`src/rtl/sec_filter.sv`:
```
module sec_filter #(
  parameter int NS  = 4,
  parameter int IDW = 4,
  parameter int LW  = 4,
  parameter int DW  = 32,
  parameter int CW  = 3,
  localparam int SW = (NS > 1) ? $clog2(NS) : 1
) (
  input  logic            clk,
  input  logic            rst_n,
  input  logic            req_valid,
  output logic            req_ready,
  input  logic            req_write,
  input  logic            req_secure,
  input  logic [SW-1:0]   req_slave,
  input  logic [IDW-1:0]  req_id,
  input  logic [LW-1:0]   req_len,
  input  logic [DW-1:0]   req_wdata,
  output logic [NS-1:0]   m_valid,
  input  logic [NS-1:0]   m_ready,
  output logic            m_write,
  output logic            m_secure,
  output logic [IDW-1:0]  m_id,
  output logic [LW-1:0]   m_len,
  output logic [DW-1:0]   m_wdata,
  input  logic [NS-1:0]   sl_valid,
  output logic [NS-1:0]   sl_ready,
  input  logic [NS*IDW-1:0] sl_id,
  input  logic [NS*DW-1:0]  sl_data,
  input  logic [NS*2-1:0]   sl_resp,
  input  logic [NS-1:0]   sl_last,
  output logic            rsp_valid,
  input  logic            rsp_ready,
  output logic [IDW-1:0]  rsp_id,
  output logic [DW-1:0]   rsp_data,
  output logic [1:0]      rsp_resp,
  output logic            rsp_last,
  input  logic            cfg_valid,
  input  logic            cfg_write,
  input  logic            cfg_secure,
  input  logic [SW-1:0]   cfg_sel,
  input  logic            cfg_wdata,
  output logic            cfg_rsp_valid,
  output logic [1:0]      cfg_rsp
);

  localparam logic [CW-1:0] CMAX = '1;

  logic [NS-1:0]         act, pend_v, pend_set;
  logic [NS-1:0][CW-1:0] cnt;
  logic [NS-1:0]         hit, cfg_hit, full, inc, dec;
  logic                  allowed, stall, acc_err;

  logic                  err_busy;
  logic [IDW-1:0]        err_id;
  logic [LW-1:0]         err_left;

  logic                  lock_v;
  logic [NS-1:0]         lock_oh, gnt;
  logic                  use_err, slave_hs;

  for (genvar i = 0; i < NS; i++) begin : g_dec
    assign hit[i]     = req_slave == SW'(i);
    assign cfg_hit[i] = cfg_sel == SW'(i);
    assign full[i]    = cnt[i] == CMAX;
  end

  assign allowed = |hit & (req_secure | |(hit & ~act));
  assign stall   = |(hit & pend_v) | (allowed & |(hit & full));
  assign m_valid = {NS{req_valid & allowed & ~stall}} & hit;
  assign req_ready = ~stall & (allowed ? |(hit & m_ready) : ~err_busy);
  assign acc_err = req_valid & req_ready & ~allowed;

  assign m_write  = req_write;
  assign m_secure = req_secure;
  assign m_id     = req_id;
  assign m_len    = req_len;
  assign m_wdata  = req_wdata;

  assign inc = m_valid & m_ready;
  assign dec = sl_valid & sl_ready & sl_last;

  always_ff @(posedge clk or negedge rst_n) begin
    if (!rst_n) begin
      cnt      <= '0;
      act      <= '1;
      pend_v   <= '0;
      pend_set <= '1;
    end else begin
      for (int i = 0; i < NS; i++) begin
        if (inc[i] && !dec[i])
          cnt[i] <= cnt[i] + 1'b1;
        else if (dec[i] && !inc[i])
          cnt[i] <= cnt[i] - 1'b1;
        if (cfg_valid && cfg_secure && cfg_write && cfg_hit[i]) begin
          pend_v[i]   <= cfg_wdata != act[i];
          pend_set[i] <= cfg_wdata;
        end else if (pend_v[i] && cnt[i] == '0) begin
          act[i]    <= pend_set[i];
          pend_v[i] <= 1'b0;
        end
      end
    end
  end

  always_ff @(posedge clk or negedge rst_n) begin
    if (!rst_n) begin
      cfg_rsp_valid <= 1'b0;
      cfg_rsp       <= 2'b00;
    end else begin
      cfg_rsp_valid <= cfg_valid;
      cfg_rsp       <= (cfg_secure && |cfg_hit) ? 2'b00 : 2'b11;
    end
  end

  always_ff @(posedge clk or negedge rst_n) begin
    if (!rst_n) begin
      err_busy <= 1'b0;
      err_id   <= '0;
      err_left <= '0;
    end else if (acc_err) begin
      err_busy <= 1'b1;
      err_id   <= req_id;
      err_left <= req_write ? '0 : req_len;
    end else if (use_err && rsp_ready) begin
      if (err_left == '0)
        err_busy <= 1'b0;
      else
        err_left <= err_left - 1'b1;
    end
  end

  always_comb begin
    gnt     = '0;
    use_err = 1'b0;
    if (lock_v)
      gnt = lock_oh;
    else if (err_busy)
      use_err = 1'b1;
    else
      for (int i = NS - 1; i >= 0; i--)
        if (sl_valid[i]) gnt = NS'(1) << i;
  end

  always_comb begin
    rsp_id   = '0;
    rsp_data = '0;
    rsp_resp = 2'b00;
    rsp_last = 1'b0;
    for (int i = 0; i < NS; i++)
      if (gnt[i]) begin
        rsp_id   = sl_id[i*IDW +: IDW];
        rsp_data = sl_data[i*DW +: DW];
        rsp_resp = sl_resp[i*2 +: 2];
        rsp_last = sl_last[i];
      end
    if (use_err) begin
      rsp_id   = err_id;
      rsp_resp = 2'b11;
      rsp_last = err_left == '0;
    end
  end

  assign rsp_valid = use_err | |(gnt & sl_valid);
  assign sl_ready  = gnt & {NS{rsp_ready}};
  assign slave_hs  = |(gnt & sl_valid) & rsp_ready;

  always_ff @(posedge clk or negedge rst_n) begin
    if (!rst_n) begin
      lock_v  <= 1'b0;
      lock_oh <= '0;
    end else if (slave_hs) begin
      lock_v  <= ~|(gnt & sl_last);
      lock_oh <= gnt;
    end
  end

endmodule


```
`config.mk`:
```
export PLATFORM = sky130hd
export DESIGN_NAME = sec_filter
export DESIGN_NICKNAME = d
export VERILOG_FILES = /design/src/rtl/sec_filter.sv
export SDC_FILE = /design/constraint.sdc
export NUM_CORES = 1
export LEC_CHECK = 0
export CORE_AREA = 2 2 120 122
export DETAILED_ROUTE_END_ITERATION = 6
export DIE_AREA = 0 0 122 124
export MAX_ROUTING_LAYER = met4
export PLACE_DENSITY = 0.78
export SLEW_MARGIN = 10
export SYNTH_ARGS = -nofsm -noshare
export SYNTH_HDL_FRONTEND = slang
export SYNTH_SLANG_ARGS = --single-unit
```
`constraint.sdc`:
```
create_clock -name clk -period 2.69 [get_ports clk]
set_input_delay 0.269 -clock clk [delete_from_list [all_inputs] [get_ports clk]]
set_output_delay 0.269 -clock clk [all_outputs]
set_load 0.1 [all_outputs]
```
* After elaboration in Yosys (flattened, before gate mapping)
Cells that the tools add are included.
** Operators by class
- Equal/unequal tests :: 15
- $lt $le $gt $ge :: 0
- Reductions and logical operators :: 60
- Divide/modulo/power cells :: 0
- Multiplexer cells :: 52
- Multiply operators :: 0
- Shifts and indexed selects :: 0
- Add/sub/neg operators :: 9
- Bitwise gates (word level) :: 30
** Operators with widths (count)
- $mux W32 :: 4
- $mux W4 :: 15
- $and A4 B4 Y4 :: 11
- $reduce_or A4 Y1 :: 8
- $mux W3 :: 8
- $logic_and A1 B1 Y1 :: 20
- $reduce_bool A2 Y1 :: 10
- $mux W1 :: 19
- $add A3 B1 Y3 const B :: 4
- $eq A3 B3 Y1 const B :: 4
- $logic_not A3 Y1 :: 4
- $mux W2 :: 6
- $reduce_and A2 Y1 :: 6
- $sub A3 B1 Y3 const B :: 4
- $logic_not A1 Y1 :: 9
- $and A1 B1 Y1 :: 8
- $eq A2 B2 Y1 const B :: 4
- $not A1 Y1 :: 7
- $eq A2 B1 Y1 const B :: 2
- $logic_not A2 Y1 :: 2
- $logic_not A4 Y1 :: 1
- $ne A1 B1 Y1 :: 4
- $not A4 Y4 :: 1
- $sub A4 B1 Y4 const B :: 1
- 2 further kinds :: 4
** Storage, ports and cells
- Output and inout port bits :: 94
- Memories :: 0
- Bits in latches :: 0
- Flip-flop bits (word level) :: 41
- ROM bits :: 0
- Input bits :: 218
- Logic and storage cells :: 189
- Memory bits (writable) :: 0

* Logic depth before layout (Yosys ltp)
- Word-level depth :: 15
- Mapped depth :: 13
- Gate-level depth less buffers :: 11

* Worst setup path before layout
No wires, ideal clock.
- Kind :: register -> output
- Start :: register pend_v[3]
- End :: output m_valid[1]
- Stages on the path, launching flop included :: 6
- Path slack :: -1024 ps
- Path buffers :: 0
- Data arrival time :: 3445 ps
- Data required time :: 2421 ps
- Cells stage by stage :: dfrtp_1 mux4_2 nand2b_4 inv_1 nand3_2 nor3b_1
** On the way
- Longest elaborated chain between the ends :: 6
** Ends and longest elaborated chain
- start: declaration :: line 49 : logic [NS-1:0] act, pend_v, pend_set;
- start signal: indexed assignment :: line 96 : pend_v[i] <= cfg_wdata != act[i];
- $and A4 B4 Y4 :: line 69 : assign stall = |(hit & pend_v) | (allowed & |(hit & full));
- $reduce_or A4 Y1 :: line 69
- $or A1 B1 Y1 :: line 69
- $not A1 Y1 :: line 70 : assign m_valid = {NS{req_valid & allowed & ~stall}} & hit;
- $and A1 B1 Y1 :: line 70
- $and A4 B4 Y4 :: line 70
- end: declaration :: line 19 : output logic [NS-1:0] m_valid,
Every way passes these cells.

* Worst setup path after layout
- Start :: input sl_valid[1]
- End :: output rsp_id[0]
** On the way
- Longest elaborated chain between the ends :: 9
** Ends and longest elaborated chain
- start: declaration :: line 26 : input logic [NS-1:0] sl_valid,
- $mux W4 (*) (2 in series) :: line 142 : if (sl_valid[i]) gnt = NS'(1) << i;
- $mux W4 (*) :: line 138 : else if (err_busy)
- $mux W4 (*) :: line 136 : if (lock_v)
- $mux W4 (3 in series) :: line 151 : if (gnt[i]) begin
- $mux W4 (*) :: line 151
- $mux W4 (*) :: line 157 : if (use_err) begin
- end: declaration :: line 34 : output logic [IDW-1:0] rsp_id,
Mark *: on every way between the ends. The rest lies on a longest branch, timed or not.

==> results_dict.tcl <==
set metrics [dict create \
    cts.clk_slew.worst_paths_ns 0.06 \
    antenna_found_initial 0 \
    max_freq_ghz 0.3796 \
    syn_inst 464 \
    synthesis.area_um2 3861 \
    cts_root_buffer "clkbuf_16" \
    port_buffers 247 \
    htree_levels 2 \
    setup_violations 0 \
    initial_core_util_pct 28.14 \
    whs_ns 0.1157 \
    first_global_vias 4437 \
    cp.arrival_ns 2.37 \
    synth_area_leaders "dfrtp_1, buf_4, a221oi_1, o21ai_0, nand2_1" \
    drv_cap 0 \
    synth.top_cell.area_share_pct 20.74 \
    detailed_place_hpwl_um 12900 \
    hold_path_class "in -> async" \
    busiest_layer "met2" \
    async_flop_share_pct 100.0 \
    rsz0062_at_grt "true" \
    grt_pass1_wl_um 23550 \
    numCtsBuffers 5 \
    clk_path_buf_depth 2 \
    grt_max_degree 41 \
    cp.required_ns 2.42 \
    grt_use_total_pct 20.80 \
    crit_path_start_kind "primary input" \
    worst_slack_ns 0.05551 \
    core_um2 13720 \
    ant_nets 0 \
    n_antenna_cell 0 \
    relSlewSlack_pct 39.59 \
    drive_gt1_share_pct 30.67 \
    die-height_um 124 \
    wl_per_cell_um 18.71 \
    clk-insertion-delay-late_ns 0.29 \
    min_period_over_period_pct 97.94 \
    crit_top_cell "buf_4" \
    place_worst_setup_slack_ns -0.2290 \
    grt_use_met1_pct 25.67 \
    finalMaxSlewViolations 0 \
    synth-seq-cells 40 \
    fin_worst_skew_ns 0.006582 \
    met2_usage_pct 33.07 \
    synth_edf_count 0 \
    cts.sinks 40 \
    vias 4494 \
    ctsHoldBuffers 0 \
    tightest_slew_ns 0.9061 \
    seq_area_um2 1012 \
    postRouteWirelength_um 16240 \
    cp_max_fo 16 \
    reg2reg_slack_ns 0.19 \
    cp_num_buf_inv 5 \
    yosysTopAreaCell "dfrtp_1" \
    io_pins 312 \
    status "complete, no violations" \
    fin_tns_setup_ns 0 \
    critPathSlowestCell "clkdlybuf4s50_1" \
    fin_nets 914 \
    fillCellCount 1204 \
    multi_input_area_um2 2585 \
    yosysWarnings 0 \
    synth.avg_cell_area_um2 8.322 \
    finalHoldViolCount 0 \
    seq_area_frac_synth_pct 26.18 \
    cp-end-kind "primary output" \
    crit_type "in -> out" \
    synthDistinctLibCells 60 \
    post-route-min-period_ns 2.634 \
    gp_congestion 0.9055 \
    die_w_um 122 \
    drt_iter0_markers 275 \
    synth_ff_type "dfrtp_1" \
    grtUsageMet3_pct 6.181 \
    critical-path-top-delay-family "buffers and inverters" \
    area_growth_pct 90.83 \
    core.rowCount 43 \
    cp_slowest_stage_delay_ns 0.54 \
    vias_per_cell 5.177 \
    die_area_um2 15130 \
    gr-total-overflow 0 \
    syn_nets 691 \
    drc 0 \
    dr.pass1.iters 5 \
    cts_tree "yes" \
    path_cells "clkdlybuf4s50_1 -> buf_4 -> nor3_2 -> buf_4 -> a32oi_2 -> buf_6 -> nand2_1 -> o22ai_1 -> nor3_4 -> buf_12" \
]
## metal layers
metal | share of wire [%] | vias to the layer above
met3 | 9.6 | 39
met1 | 40 | 2122
met5 | 0 | -
met4 | 2.4 | 0
met2 | 48 | 218
li1 | - | 2115
## registers in the layout (all words and copies together) (netlist names)
register and cells:
act 4, cfg_rsp 1, cfg_rsp_valid 1, cnt 12, err_busy 1, err_id 4
err_left 4, lock_oh 4, lock_v 1, pend_set 4, pend_v 4
## layout by cell type, fill, tap and decap left out, types with 10 or more instances in the layout
cell	Yosys	routed
a221oi_1	39	38
buf_12	0	55
buf_4	46	48
clkdlybuf4s50_1	0	182
dfrtp_1	32	31
inv_1	12	11
mux2_2	18	18
nand2_1	57	57
nand3_1	11	10
nor2_1	23	21
o21ai_0	47	47
o21ai_2	0	32
xor2_1	10	10
## cell usage after synthesis, drive strengths merged (6+ instances only)
cell,count
dfstp,8
xnor2,9
nand3,12
nor2,23
a221oi,39
mux2,20
inv,12
o22ai,6
clkbuf,14
nand2,57
buf,61
nor3,8
dfrtp,32
xor2,10
o21ai,79
nand3b,7
## worst reg2reg max path, stage by stage, from the launching register on
cell and delay (ns):
dfrtp_1 0.41, mux4_2 0.50, nand2b_4 0.16, inv_1 0.09, nand3_4 0.10, nor2_1 0.19, ha_4 0.17, inv_2 0.04
fa_1 0.37, xor2_1 0.15, nor2_1 0.11, xor2_1 0.15
## cell type report
type / instances / share of cell area, %
Clock buffer: 6 / 1.885
Clock inverter: 2 / 0.2038
Inverter: 12 / 0.6113
Multi-Input combinational cell: 337 / 35.08
Sequential cell: 40 / 13.74
Tap cell: 180 / 3.057
Timing Repair Buffer: 291 / 45.42
## final timing paths
path                                  startpoint                 endpoint  cells after the start
max                                  sl_valid[1]                rsp_id[0]                     10
min                                        rst_n  cfg_rsp_valid$_DFF_PN0_                      1
max reg2reg                pend_v[3]$_DFFE_PN0P_       cnt[8]$_DFFE_PN0P_                     11
min reg2reg                  cnt[11]$_DFFE_PN0P_      cnt[11]$_DFFE_PN0P_                      1
max in group asynchronous                  rst_n       lock_v$_DFFE_PN0P_                      1
min in group clk                       cfg_valid  cfg_rsp_valid$_DFF_PN0_                      1
## kinds of logic after synthesis
kind of cell / count (synthesis) / synth area share, %
multiplexers: 22 / 7.194
buffers and inverters: 87 / 13.84
AO/OA/AOI/OAI: 147 / 26.34
adder cells (fa/ha/maj): 9 / 3.694
AND/OR/NAND/NOR: 140 / 18.44
flip-flops: 40 / 26.18
XOR/XNOR: 19 / 4.310
## metrics by stage
stage	instance area [um2]	instances	utilization [%]
after CTS	7307	866	53.26
after detailed placement	7142	858	52.06
after floorplan	4099	464	-
final	7368	868	53.71
after global routing	7368	868	53.71
after global placement	7142	858	52.06
## timing repair
item,in CTS,in global routing
gates cloned,0,0
setup endpoints to repair,6,16
buffers inserted,0,2
pin swaps,0,4
hold endpoints to repair,0,0
resized for setup,3,8
Power is left out: the tool's default activity adds up to more than one toggle a clock period on the data nets, which glitch-free logic cannot reach.
